$ cat src/rtl/wdt_pkg.sv
package wdt_pkg;

    typedef enum logic [1:0] {
        ST_POR_WAIT = 2'd0,
        ST_RUN      = 2'd1,
        ST_HOLD     = 2'd2,
        ST_PULSE    = 2'd3
    } wdt_state_e;

    // Disable decode shared by the design and its checker.
    function automatic logic wdt_disabled(input logic mon, input logic brk,
                                          input logic rst_hv, input logic irq_hv);
        return (mon && (rst_hv || irq_hv)) || (brk && rst_hv);
    endfunction

endpackage

$ cat src/rtl/wdt_prescaler.sv
module wdt_prescaler #(
    parameter int PRE_W  = 13,
    parameter int KEEP_W = 5
) (
    input  logic             clk,
    input  logic             por_n,
    input  logic             run_i,
    input  logic             clr_all_i,
    input  logic             clr_upper_i,
    output logic             carry_o
);
    logic [PRE_W-1:0] pre_q;
    logic [PRE_W-1:0] svc_val;

    generate
        if (KEEP_W == 0) begin : g_clear_all
            assign svc_val = '0;
        end else begin : g_keep_low
            logic [KEEP_W-1:0] lo_next;
            assign lo_next = pre_q[KEEP_W-1:0] + KEEP_W'(1);
            assign svc_val = {{(PRE_W-KEEP_W){1'b0}}, lo_next};
        end
    endgenerate

    always_ff @(posedge clk or negedge por_n) begin
        if (!por_n) begin
            pre_q <= '0;
        end else if (clr_all_i) begin
            pre_q <= '0;
        end else if (clr_upper_i) begin
            pre_q <= svc_val;
        end else if (run_i) begin
            pre_q <= pre_q + PRE_W'(1);
        end
    end

    assign carry_o = run_i && (&pre_q);

endmodule

$ cat src/rtl/wdt_tick_counter.sv
module wdt_tick_counter #(
    parameter int CNT_W = 6
) (
    input  logic clk,
    input  logic por_n,
    input  logic clr_i,
    input  logic inc_i,
    output logic ovf_o
);
    logic [CNT_W-1:0] cnt_q;

    always_ff @(posedge clk or negedge por_n) begin
        if (!por_n) begin
            cnt_q <= '0;
        end else if (clr_i) begin
            cnt_q <= '0;
        end else if (inc_i) begin
            cnt_q <= cnt_q + CNT_W'(1);
        end
    end

    assign ovf_o = inc_i && (&cnt_q);

endmodule

$ cat src/rtl/wdt_fsm.sv
module wdt_fsm
    import wdt_pkg::*;
#(
    parameter int POR_DELAY = 4096,
    parameter int PULSE_LEN = 32
) (
    input  logic clk,
    input  logic por_n,
    input  logic dis_i,
    input  logic ovf_i,
    input  logic svc_i,
    output logic pre_run_o,
    output logic pre_clr_o,
    output logic cnt_clr_o,
    output logic timeout_o,
    output logic rst_n_o
);
    localparam int POR_W   = $clog2(POR_DELAY + 1);
    localparam int PULSE_W = $clog2(PULSE_LEN + 1);

    wdt_state_e       state_q, state_d;
    logic [POR_W-1:0]   por_cnt_q;
    logic [PULSE_W-1:0] pulse_cnt_q;
    logic               por_done;
    logic               pulse_done;

    assign por_done   = (state_q == ST_POR_WAIT) && (por_cnt_q == POR_W'(POR_DELAY - 1));
    assign pulse_done = (state_q == ST_PULSE) && (pulse_cnt_q == PULSE_W'(PULSE_LEN - 1));

    // Next-state decode
    always_comb begin
        state_d = state_q;
        unique case (state_q)
            ST_POR_WAIT: if (por_done)                     state_d = dis_i ? ST_HOLD : ST_RUN;
            ST_RUN: begin
                if (dis_i)                                 state_d = ST_HOLD;
                else if (ovf_i && !svc_i)                  state_d = ST_PULSE;
            end
            ST_HOLD:     if (!dis_i)                       state_d = ST_RUN;
            ST_PULSE:    if (pulse_done)                   state_d = dis_i ? ST_HOLD : ST_RUN;
        endcase
    end

    // State register and sequencing counters
    always_ff @(posedge clk or negedge por_n) begin
        if (!por_n) begin
            state_q     <= ST_POR_WAIT;
            por_cnt_q   <= '0;
            pulse_cnt_q <= '0;
        end else begin
            state_q <= state_d;
            if (state_q == ST_POR_WAIT) begin
                por_cnt_q <= por_cnt_q + POR_W'(1);
            end
            if (state_q == ST_PULSE) begin
                pulse_cnt_q <= pulse_cnt_q + PULSE_W'(1);
            end else begin
                pulse_cnt_q <= '0;
            end
        end
    end

    // Outputs
    always_comb begin
        pre_run_o = (state_q == ST_POR_WAIT) || (state_q == ST_RUN);
        pre_clr_o = dis_i || (state_q == ST_HOLD) || (state_q == ST_PULSE) || por_done;
        cnt_clr_o = dis_i || (state_q == ST_HOLD) || (state_q == ST_PULSE) || svc_i;
        timeout_o = (state_q == ST_RUN) && !dis_i && ovf_i && !svc_i;
        rst_n_o   = (state_q != ST_PULSE);
    end

endmodule

$ cat src/rtl/svc_watchdog.sv
module svc_watchdog
    import wdt_pkg::*;
#(
    parameter int PRE_W     = 13,
    parameter int KEEP_W    = 5,
    parameter int CNT_W     = 6,
    parameter int PULSE_LEN = 32,
    parameter int POR_DELAY = 4096,
    parameter int VEC_W     = 8
) (
    input  logic             clk,
    input  logic             por_n,
    input  logic             svc_wr,
    input  logic             ctl_rd,
    input  logic             stat_rd,
    input  logic             stop_clr,
    input  logic             mon_mode,
    input  logic             brk_state,
    input  logic             rstpin_hv,
    input  logic             irqpin_hv,
    input  logic [VEC_W-1:0] vec_lo,
    output logic [VEC_W-1:0] rd_data,
    output logic             cop_flag,
    output logic             rst_out_n
);
    logic dis;
    logic pre_run, pre_clr, cnt_clr, timeout;
    logic carry, ovf;
    logic flag_q;

    assign dis = wdt_disabled(mon_mode, brk_state, rstpin_hv, irqpin_hv);

    wdt_fsm #(
        .POR_DELAY (POR_DELAY),
        .PULSE_LEN (PULSE_LEN)
    ) u_fsm (
        .clk       (clk),
        .por_n     (por_n),
        .dis_i     (dis),
        .ovf_i     (ovf),
        .svc_i     (svc_wr),
        .pre_run_o (pre_run),
        .pre_clr_o (pre_clr),
        .cnt_clr_o (cnt_clr),
        .timeout_o (timeout),
        .rst_n_o   (rst_out_n)
    );

    wdt_prescaler #(
        .PRE_W  (PRE_W),
        .KEEP_W (KEEP_W)
    ) u_pre (
        .clk         (clk),
        .por_n       (por_n),
        .run_i       (pre_run),
        .clr_all_i   (pre_clr || stop_clr),
        .clr_upper_i (svc_wr),
        .carry_o     (carry)
    );

    wdt_tick_counter #(
        .CNT_W (CNT_W)
    ) u_cnt (
        .clk   (clk),
        .por_n (por_n),
        .clr_i (cnt_clr),
        .inc_i (carry),
        .ovf_o (ovf)
    );

    // Sticky expiry flag: set wins over a status read
    always_ff @(posedge clk or negedge por_n) begin
        if (!por_n) begin
            flag_q <= 1'b0;
        end else if (timeout) begin
            flag_q <= 1'b1;
        end else if (stat_rd) begin
            flag_q <= 1'b0;
        end
    end

    assign cop_flag = flag_q;
    assign rd_data  = ctl_rd ? vec_lo : '0;

endmodule

$ cat config.mk
export PLATFORM = sky130hd
export DESIGN_NAME = svc_watchdog
export DESIGN_NICKNAME = d
export VERILOG_FILES = /design/src/rtl/wdt_pkg.sv /design/src/rtl/wdt_prescaler.sv /design/src/rtl/wdt_tick_counter.sv /design/src/rtl/wdt_fsm.sv /design/src/rtl/svc_watchdog.sv
export SDC_FILE = /design/constraint.sdc
export NUM_CORES = 1
export LEC_CHECK = 0
export CORE_MARGIN = 1
export CORE_UTILIZATION = 56
export CTS_CLUSTER_SIZE = 28
export DETAILED_ROUTE_END_ITERATION = 8
export DONT_BUFFER_PORTS = 1
export PLACE_DENSITY = 0.79
export SLEW_MARGIN = 15
export SYNTH_ARGS = -nofsm -noshare
export SYNTH_HDL_FRONTEND = slang
export SYNTH_SLANG_ARGS = --single-unit
$ cat constraint.sdc
create_clock -name clk -period 3.8 [get_ports clk]
set_clock_uncertainty 0.05 [all_clocks]
set_input_delay 0 -clock clk [delete_from_list [all_inputs] [get_ports clk]]
set_output_delay 0 -clock clk [all_outputs]
set_load 0.05 [all_outputs]
* Word-level counts from Yosys, hierarchy flattened
Index checks and enable logic that the tools add are counted.
** Word-level totals
- Input port bits :: 18
- Word-level logic and storage cells :: 64
- Memories kept :: 0
- Memory bits (read-only) :: 0
- Bits in latches :: 0
- Register bits :: 41
- Memory bits (writable) :: 0
** Cells by class
- $lt $le $gt $ge :: 0
- Multiplexer cells :: 16
- Multiply operators :: 0
- Div/mod/pow operators :: 0
- Eq/ne operators :: 10
- $add $sub $neg :: 5
- Reduce and logical (&&, ||, !) cells :: 27
- Shift-type cells :: 0
- Bitwise logic cells :: 0
** Operator list (number)
- $mux 13 :: 3
- $add 13x1->13 const B :: 2
- $mux 6 :: 3
- $eq 13x12->1 const B :: 1
- $reduce_and 13->1 :: 1
- $add 6x1->6 const B :: 2
- $mux 2 :: 6
- $logic_and 1x1->1 :: 10
- $logic_or 1x1->1 :: 8
- $mux 8 :: 1
- $pmux 2 s4 :: 1
- $eq 6x5->1 const B :: 1
- $reduce_and 6->1 :: 1
- $add 5x1->5 const B :: 1
- $eq 2x2->1 const B :: 2
- $ne 2x1->1 const B :: 2
- $ne 2x2->1 const B :: 2
- $reduce_and 4->1 :: 1
- $reduce_bool 2->1 :: 2
- $ne 3x1->1 const B :: 1
- $reduce_bool 3->1 :: 1
- $eq 2x1->1 const B :: 1
- $logic_not 1->1 :: 2
- $logic_not 2->1 :: 1
- $mux 1 :: 2

* Longest topological paths before layout
Gate-level depths: netlist of the first run.
- Depth in word-level cells :: 8
- Mapped depth :: 8
- Depth with buffers taken out :: 7

* Hierarchy
A second synthesis of the first run with hierarchy kept.
** Unflattened totals
- Cell total of the unflattened synthesis :: 210
- Area, all modules :: 2132.0 um^2
** Modules (own cells, without submodules)
- wdt_fsm :: area an instance 1062.3 um^2, cells each 97, times used 1, sequential area each 525.5 um^2
- wdt_prescaler :: area an instance 674.4 um^2, cells each 70, times used 1, sequential area each 325.3 um^2
- wdt_tick_counter :: area an instance 290.3 um^2, cells each 28, times used 1, sequential area each 150.1 um^2
- svc_watchdog :: area an instance 105.1 um^2, cells each 15, times used 1, sequential area each 25.0 um^2

* Worst setup path after synthesis of the first run
Ideal clock, no wire load.
- Path kind :: register to register
- Start :: register u_fsm.state_q[0]
- End :: register u_fsm.por_cnt_q[11]
- Slack :: 1.965 ns
- Buffers on the path :: 1
- Clock period less this slack :: 1.835 ns
- Required time :: 3.627 ns
- Arrival :: 1.663 ns
- Library setup time :: 0.123 ns
- Stages on the path, launching flop included :: 9
- Cell sequence :: dfrtp_1 -> inv_1 -> ha_1 -> buf_6 -> nand2_1 -> or4_4 -> nor2_2 -> nand3_1 -> xnor2_1
** On the way
- Cells in the longest elaborated chain, start to end :: 1
** RTL lines
- start, declared :: line wdt_fsm.sv:21 : wdt_state_e state_q, state_d;
- start signal, assigned :: line wdt_fsm.sv:51 : state_q <= state_d;
- $logic_not 2->1 :: line wdt_fsm.sv:52 : if (state_q == ST_POR_WAIT) begin
- end signal, assigned :: line wdt_fsm.sv:53 : por_cnt_q <= por_cnt_q + POR_W'(1);
- end, declared :: line wdt_fsm.sv:22 : logic [POR_W-1:0] por_cnt_q;
Every way passes these cells.
A chain may end at the register's enable or synchronous reset.

* Worst setup path after layout of the first run
- Start :: register u_fsm.state_q[0]
- End :: register flag_q, in the netlist cop_flag
** On the way
- Cells in the longest elaborated chain, start to end :: 7
- Elaborated cells on any way between the ends :: 10
- Classes of those cells :: 1 x eq/ne; 1 x mux; 8 x reduce/logical
** RTL lines
- $eq 2x1->1 / $logic_not 2->1 (equally long branches) :: line wdt_fsm.sv:65, wdt_fsm.sv:68
- $logic_or 1x1->1 :: line wdt_fsm.sv:65 : pre_run_o = (state_q == ST_POR_WAIT) || (state_q == ST_RUN);
- $logic_and 1x1->1 :: line wdt_prescaler.sv:37 : assign carry_o = run_i && (&pre_q);
- $logic_and 1x1->1 :: line wdt_tick_counter.sv:22 : assign ovf_o = inc_i && (&cnt_q);
- $logic_and 1x1->1 * (2 in series) :: line wdt_fsm.sv:68 : timeout_o = (state_q == ST_RUN) && !dis_i && ovf_i && !svc_i;
- $mux 1 / $reduce_bool 2->1 (equally long branches)
- end signal, assigned :: line svc_watchdog.sv:74 : flag_q <= 1'b0;
- end signal, assigned :: line svc_watchdog.sv:76 : flag_q <= 1'b1;
- end signal, assigned :: line svc_watchdog.sv:78 : flag_q <= 1'b0;
- end, declared :: line svc_watchdog.sv:29 : logic flag_q;
Every way passes the cells marked *; elsewhere a longest branch is shown, timed or not.

==> results.py, run 1 <==
metrics = {
    "yosys": {
        "synthSimpleGateAreaFrac_pct": 24.75,
        "synth-compound-area-share_pct": 3.986,
        "yosysUniqueCellTypes": 35,
        "synth_mux_area_share_pct": 1.487,
        "syn_nets": 235,
        "ys_ff_latch": 41,
        "synth_area_per_cell_sq_um": 10.06,
        "synth_top_family_by_area": "simple AND/OR/NAND/NOR gates",
        "synth_area_sq_um": 2103,
        "synth_xor_area_share_pct": 13.33,
        "netlist_instances": 209,
        "synth-seq-area-share_pct": 48.78,
        "yosysWarnings": 0,
        "synth_fa_ha_area_share_pct": 4.759,
    },
    "clock_network": {
        "cts.root.buffer_cell": "clkbuf_8",
        "cts.htree.levels": 2,
        "cts_tree": "built",
        "path_clk_slew_ns": 0.08,
        "numCtsBuffers": 5,
        "cts_sinks": 41,
        "ctsLongestPathBuffers": 2,
        "worstSkewPairLatency_ns": 0.30,
        "cts_resized": 0,
    },
    "routing": {
        "drt_iter0_drc": 131,
        "wirelength_mm": 4.092,
        "routedWlPerCell_um": 15.56,
        "ant_nets": 0,
        "post_drt_via_cell_ratio": 5.783,
        "vias": 1521,
        "post-route-drc-count": 0,
        "first_pass_iters": 4,
    },
    "floorplanning": {
        "io-pin-count": 28,
        "die_width_um": 63.29,
        "fp.dieH_um": 63.29,
        "core-area_sq_um": 3468,
        "rows": 21,
        "start_util_pct": 60.64,
        "die_area_sq_um": 4005,
    },
    "setup_path": {
        "critPathArrivalTime_ns": 2.75,
        "crit_fanout": 11,
        "crit_required_ns": 3.99,
        "startpoint_type": "flip-flop",
        "critical_path_class": "reg2reg",
        "crit_path_end_kind": "flip-flop",
    },
    "grt": {
        "grt.overflow.total": 0,
        "antenna_found_initial": 0,
        "grt_max_degree": 42,
        "grt_pass1_vias": 1513,
        "grt_util_all_layers_pct": 22.93,
        "grt_pass1_wl_mm": 7.003,
    },
    "placed_design": {
        "place_area_sq_um": 2126,
        "hpwl_mm": 2.895,
        "portBuffers": 0,
        "routabilityCongestion": 0.7365,
    },
    "sta": {
        "hold_viol_final": 0,
        "maxSlewViolCount": 0,
        "period_needed_ns": 2.559,
        "maxSlewHeadroom_pct": 60.54,
        "fin_crit_sh_pct": 67.35,
        "fmax_ghz": 0.3907,
        "worst_hold_slack_ns": 0.03399,
        "finalSetupTns_ns": 0,
        "setup_violations": 0,
        "grt_setup_unrepaired": "false",
        "worst_pin_slew_ns": 0.5843,
    },
    "power_and_ir_drop": {
        "p_leak_nw": 0.9772,
        "peakVddDrop_uv": 220.1,
        "p_seq_share_pct": 45.3,
        "powerDensity_nw_per_um2": 511.1,
        "pwr-share-comb_pct": 25.7,
        "swShare_pct": 33.05,
        "p_int_w": 0.0007869,
        "clockPowerShare_pct": 28.9,
        "p_sw_w": 0.0003885,
        "p_total_w": 0.001175,
    },
    "final_layout": {
        "antenna_cells": 0,
        "layout_common_cells": "dfrtp_1, nor2_1, nand2_1, xor2_1, nand4_1",
        "layout-drive-gt1-share_pct": 6.912,
        "layout_commonest_cell": "dfrtp_1",
        "nNetsFinal": 243,
        "area_growth_pct": 9.340,
        "fin_util_pct": 66.31,
        "fin_area_sq_um": 2300,
    },
    "min_path": {
        "hp-class": "in2reg",
    },
    "run": {
        "maxCapViolCount": 0,
    },
    "status": {
        "status": "finished, final reports clean",
    },
}
## cell type report
| cell class | count | area (sq um) |
|---|---|---|
| Timing Repair Buffer | 6 | 70.07 |
| Clock inverter | 2 | 35.03 |
| Sequential cell | 41 | 1026 |
| Clock buffer | 5 | 68.82 |
| Multi-Input combinational cell | 156 | 1016 |
| Tap cell | 46 | 57.56 |
| Fill cell | 259 | 1169 |
| Inverter | 7 | 26.28 |
## registers in the layout (all words and copies together) (netlist names)
| register | cells |
|---|---|
| u_fsm.state_q | 2 |
| u_cnt.cnt_q | 6 |
| cop_flag | 1 |
| u_fsm.pulse_cnt_q | 6 |
| u_pre.pre_q | 13 |
| u_fsm.por_cnt_q | 13 |
## synth_stat cells, drive strengths merged
cell type	count	share of area, %
and3	1	0.30
nand4b	1	0.42
o22ai	1	0.30
xnor2	15	6.2
clkbuf	1	0.18
nand3	10	2.4
o211ai	1	0.36
or3	2	0.59
nand4	17	5.1
a21oi	3	0.71
or2	2	0.60
nand2	18	3.2
o41ai	1	0.42
nor2	30	5.5
o2111a	1	0.54
mux2i	2	0.95
nor3	3	0.71
inv	7	1.2
and4b	1	0.48
xor2	17	7.1
mux2	1	0.54
ha	8	4.8
buf	4	1.5
o21ai	4	1.1
and2	11	3.3
or4	1	0.54
dfrtp	41	49
a311o	1	0.54
and4	4	1.7
## worst max-delay path, stage by stage (launching register included)
cell	delay (ns)
dfrtp_1	0.41
inv_1	0.12
ha_1	0.40
o2111a_1	0.38
and4_1	0.35
nand3_1	0.11
o22ai_1	0.12
dlygate4sd3_1	0.57
## stage by stage
stage          setup WS [ns]  std cells
2_1_floorplan          1.965        209
3_3_place_gp           1.749        250
3_5_place_dp           1.605        250
5_1_grt                1.059        263
4_1_cts                1.260        263
6_report               1.241        263
## cell families (layout without fill, tap and decap cells)
kind of cell    Yosys count  count (layout)
buf+inv                  12              20
compound gates           12              12
mux                       3               3
fa+ha+maj                 8               8
flops                    41              41
xor+xnor                 32              32
simple gates            101             101
## power groups by stage
stage / sequential, W / combinational [W] / clock, W
detailed placement: 0.000539 / 0.000284 / 0
global route: 0.000541 / 0.000337 / 0.000361
finish: 0.000533 / 0.000303 / 0.000340
global placement: 0.000536 / 0.000267 / 0
floorplan: 0.000528 / 0.000253 / 0
CTS: 0.000531 / 0.000302 / 0.000343
## path summary, 6_finish.rpt
path                       slack, ns  depth (start not counted)                 start                   end
max reg2reg                     1.24                          7      u_fsm.state_q[0]              cop_flag
max in group asynchronous       3.39                          2                 por_n    u_fsm.por_cnt_q[7]
min in group asynchronous       0.10                          2                 por_n        u_cnt.cnt_q[3]
max                             1.24                          7      u_fsm.state_q[0]              cop_flag
min reg2reg                     0.42                          1  u_fsm.pulse_cnt_q[0]  u_fsm.pulse_cnt_q[0]
min                             0.03                          5             rstpin_hv      u_fsm.state_q[1]
## per-layer routing
metal	vias to the layer above	global-route usage, %	share of wire [%]
met3	11	5.978	3.0
li1	730	-	-
met5	-	0	0
met4	0	9.943	2.4
met2	27	38.98	51
met1	753	27.26	44
## repair_timing
item | 4_1_cts | 5_1_grt
hold endpoints to repair | 59 | 0
setup buffers | 0 | 0
hold buffers | 6 | 0
setup endpoints to repair | 0 | 0
No activity file was read; power rests on OpenSTA's default activity.
==> inputs of run 2 (changes only) <==
- clock period: 3.8 -> 2.7 ns (I/O delays scaled with it)
==> results.py, run 2 (synthesized netlist as in run 1, its figures left out) <==
metrics = {
    "status": {
        "status": "finished, final reports clean",
    },
    "routing": {
        "ant_nets": 0,
        "first_pass_iters": 6,
        "post-route-drc-count": 0,
        "wirelength_mm": 4.094,
        "post_drt_via_cell_ratio": 5.791,
        "drt_iter0_drc": 163,
        "vias": 1523,
        "routedWlPerCell_um": 15.57,
    },
    "sta": {
        "period_needed_ns": 2.449,
        "hold_viol_final": 0,
        "fin_crit_sh_pct": 90.71,
        "finalSetupTns_ns": 0,
        "maxSlewViolCount": 0,
        "grt_setup_unrepaired": "false",
        "setup_violations": 0,
        "worst_pin_slew_ns": 0.5744,
        "maxSlewHeadroom_pct": 61.21,
        "fmax_ghz": 0.4083,
        "fin_ws_ns": 0.2507,
    },
    "clock_network": {
        "path_clk_slew_ns": 0.08,
        "cts_setup_buffers": 0,
        "numCtsBuffers": 5,
        "cts.htree.levels": 2,
        "cts.root.buffer_cell": "clkbuf_8",
        "ctsLongestPathBuffers": 2,
        "worstSkewPairLatency_ns": 0.29,
        "cts_tree": "built",
        "cts_sinks": 41,
    },
    "final_layout": {
        "antenna_cells": 0,
        "fill_cells": 258,
        "layout_common_cells": "dfrtp_1, nor2_1, nand2_1, xor2_1, nand4_1",
        "area_growth_pct": 9.459,
        "layout_commonest_cell": "dfrtp_1",
        "layout-drive-gt1-share_pct": 7.373,
        "top_regs": "u_fsm.por_cnt_q x13, u_pre.pre_q x13",
        "nNetsFinal": 243,
    },
    "setup_path": {
        "critical_path_class": "reg2reg",
        "startpoint_type": "flip-flop",
        "critPathArrivalTime_ns": 2.64,
        "crit_fanout": 11,
        "crit_required_ns": 2.89,
        "crit_path_end_kind": "flip-flop",
    },
    "power_and_ir_drop": {
        "peakVddDrop_uv": 309.9,
        "powerDensity_nw_per_um2": 720.6,
        "p_sw_w": 0.0005465,
        "pwr-share-comb_pct": 26.0,
        "p_int_w": 0.001113,
        "swShare_pct": 32.94,
        "p_seq_share_pct": 45.2,
        "clockPowerShare_pct": 28.8,
        "p_leak_nw": 0.9758,
    },
    "floorplanning": {
        "core-area_sq_um": 3468,
        "die_area_sq_um": 4005,
        "die_width_um": 63.29,
        "fp.dieH_um": 63.29,
        "io-pin-count": 28,
        "start_util_pct": 60.64,
        "rows": 21,
    },
    "run": {
        "maxCapViolCount": 0,
    },
    "grt": {
        "antenna_found_initial": 0,
        "grt_pass1_vias": 1513,
        "grt_util_all_layers_pct": 22.93,
        "grt_pass1_wl_mm": 7.003,
        "grt.overflow.total": 0,
        "grt_max_degree": 42,
    },
    "min_path": {
        "hp-class": "in2reg",
    },
    "placed_design": {
        "post-place-ws_ns": 0.5049,
        "portBuffers": 0,
        "hpwl_mm": 2.895,
        "routabilityCongestion": 0.7365,
    },
}
[run 2: changes by cell type in the layout (fill, tap and decap cells not counted)]
cell,previous run,this run
ha_2,0,1
ha_1,8,7
[run 2: layout make-up]
| cell class | count | area [sq um] | area share (%) |
|---|---|---|---|
| inverters | 7 | 26.28 | 1.141 |
| well taps | 46 | 57.56 | 2.500 |
| repair buffers | 6 | 70.07 | 3.043 |
| clock inverters | 2 | 35.03 | 1.522 |
| flip-flops and latches | 41 | 1026 | 44.57 |
| multi-input cells | 156 | 1018 | 44.24 |
| clock buffers | 5 | 68.82 | 2.989 |
[run 2: per-layer routing]
layer / track usage [%] / share of wire [%] / routed length, um
met4: 9.943 / 2.4 / 99
met3: 5.978 / 3.4 / 139
met1: 27.26 / 44 / 1781
met5: 0 / 0 / 0
met2: 38.98 / 51 / 2074
[run 2: path summary, 6_finish.rpt]
kind | from | end | slack [ns] | cells after the start
worst max-delay path | u_fsm.state_q[0] | cop_flag | 0.25 | 7
worst min-delay path | rstpin_hv | u_fsm.state_q[1] | 0.03 | 5
worst max register to register | u_fsm.state_q[0] | cop_flag | 0.25 | 7
worst min register to register | u_fsm.pulse_cnt_q[0] | u_fsm.pulse_cnt_q[0] | 0.42 | 1
max in group asynchronous | por_n | u_fsm.por_cnt_q[7] | 2.29 | 2
min in group asynchronous | por_n | u_cnt.cnt_q[3] | 0.10 | 2
[run 2: critical path, stage by stage (launching register included)]
cell           delay, ns
dfrtp_1             0.41
inv_1               0.12
ha_2                0.32
o2111a_1            0.35
and4_1              0.35
nand3_1             0.11
o22ai_1             0.12
dlygate4sd3_1       0.57
[run 2: stage by stage]
| stage | cells | cell area (sq um) | total power [W] | utilization [%] | hold WS, ns |
|---|---|---|---|---|---|
| 2_1_floorplan | 209 | 2103 | 0.001100 | - | -0.3456 |
| 5_1_grt | 263 | 2302 | 0.001750 | 66.38 | 0.06120 |
| 3_5_place_dp | 250 | 2126 | 0.001159 | 61.29 | -0.3447 |
| 3_3_place_gp | 250 | 2126 | 0.001130 | 61.29 | -0.3447 |
| 6_report | 263 | 2302 | 0.001659 | 66.38 | 0.03212 |
| 4_1_cts | 263 | 2300 | 0.001655 | 66.31 | 0.01489 |
[run 2: repair_timing]
action                     CTS  global route
resized for setup            0             1
setup endpoints to repair    0             1
hold endpoints to repair    59             0
hold buffers                 6             0
[run 2: power by group through the flow]
stage               clock network, W  registers (W)  logic (W)
floorplan                          0       0.000744   0.000356
global placement                   0       0.000754   0.000376
detailed placement                 0       0.000759   0.000400
CTS                         0.000483       0.000747   0.000425
global route                0.000508       0.000761   0.000481
finish                      0.000477       0.000750   0.000432
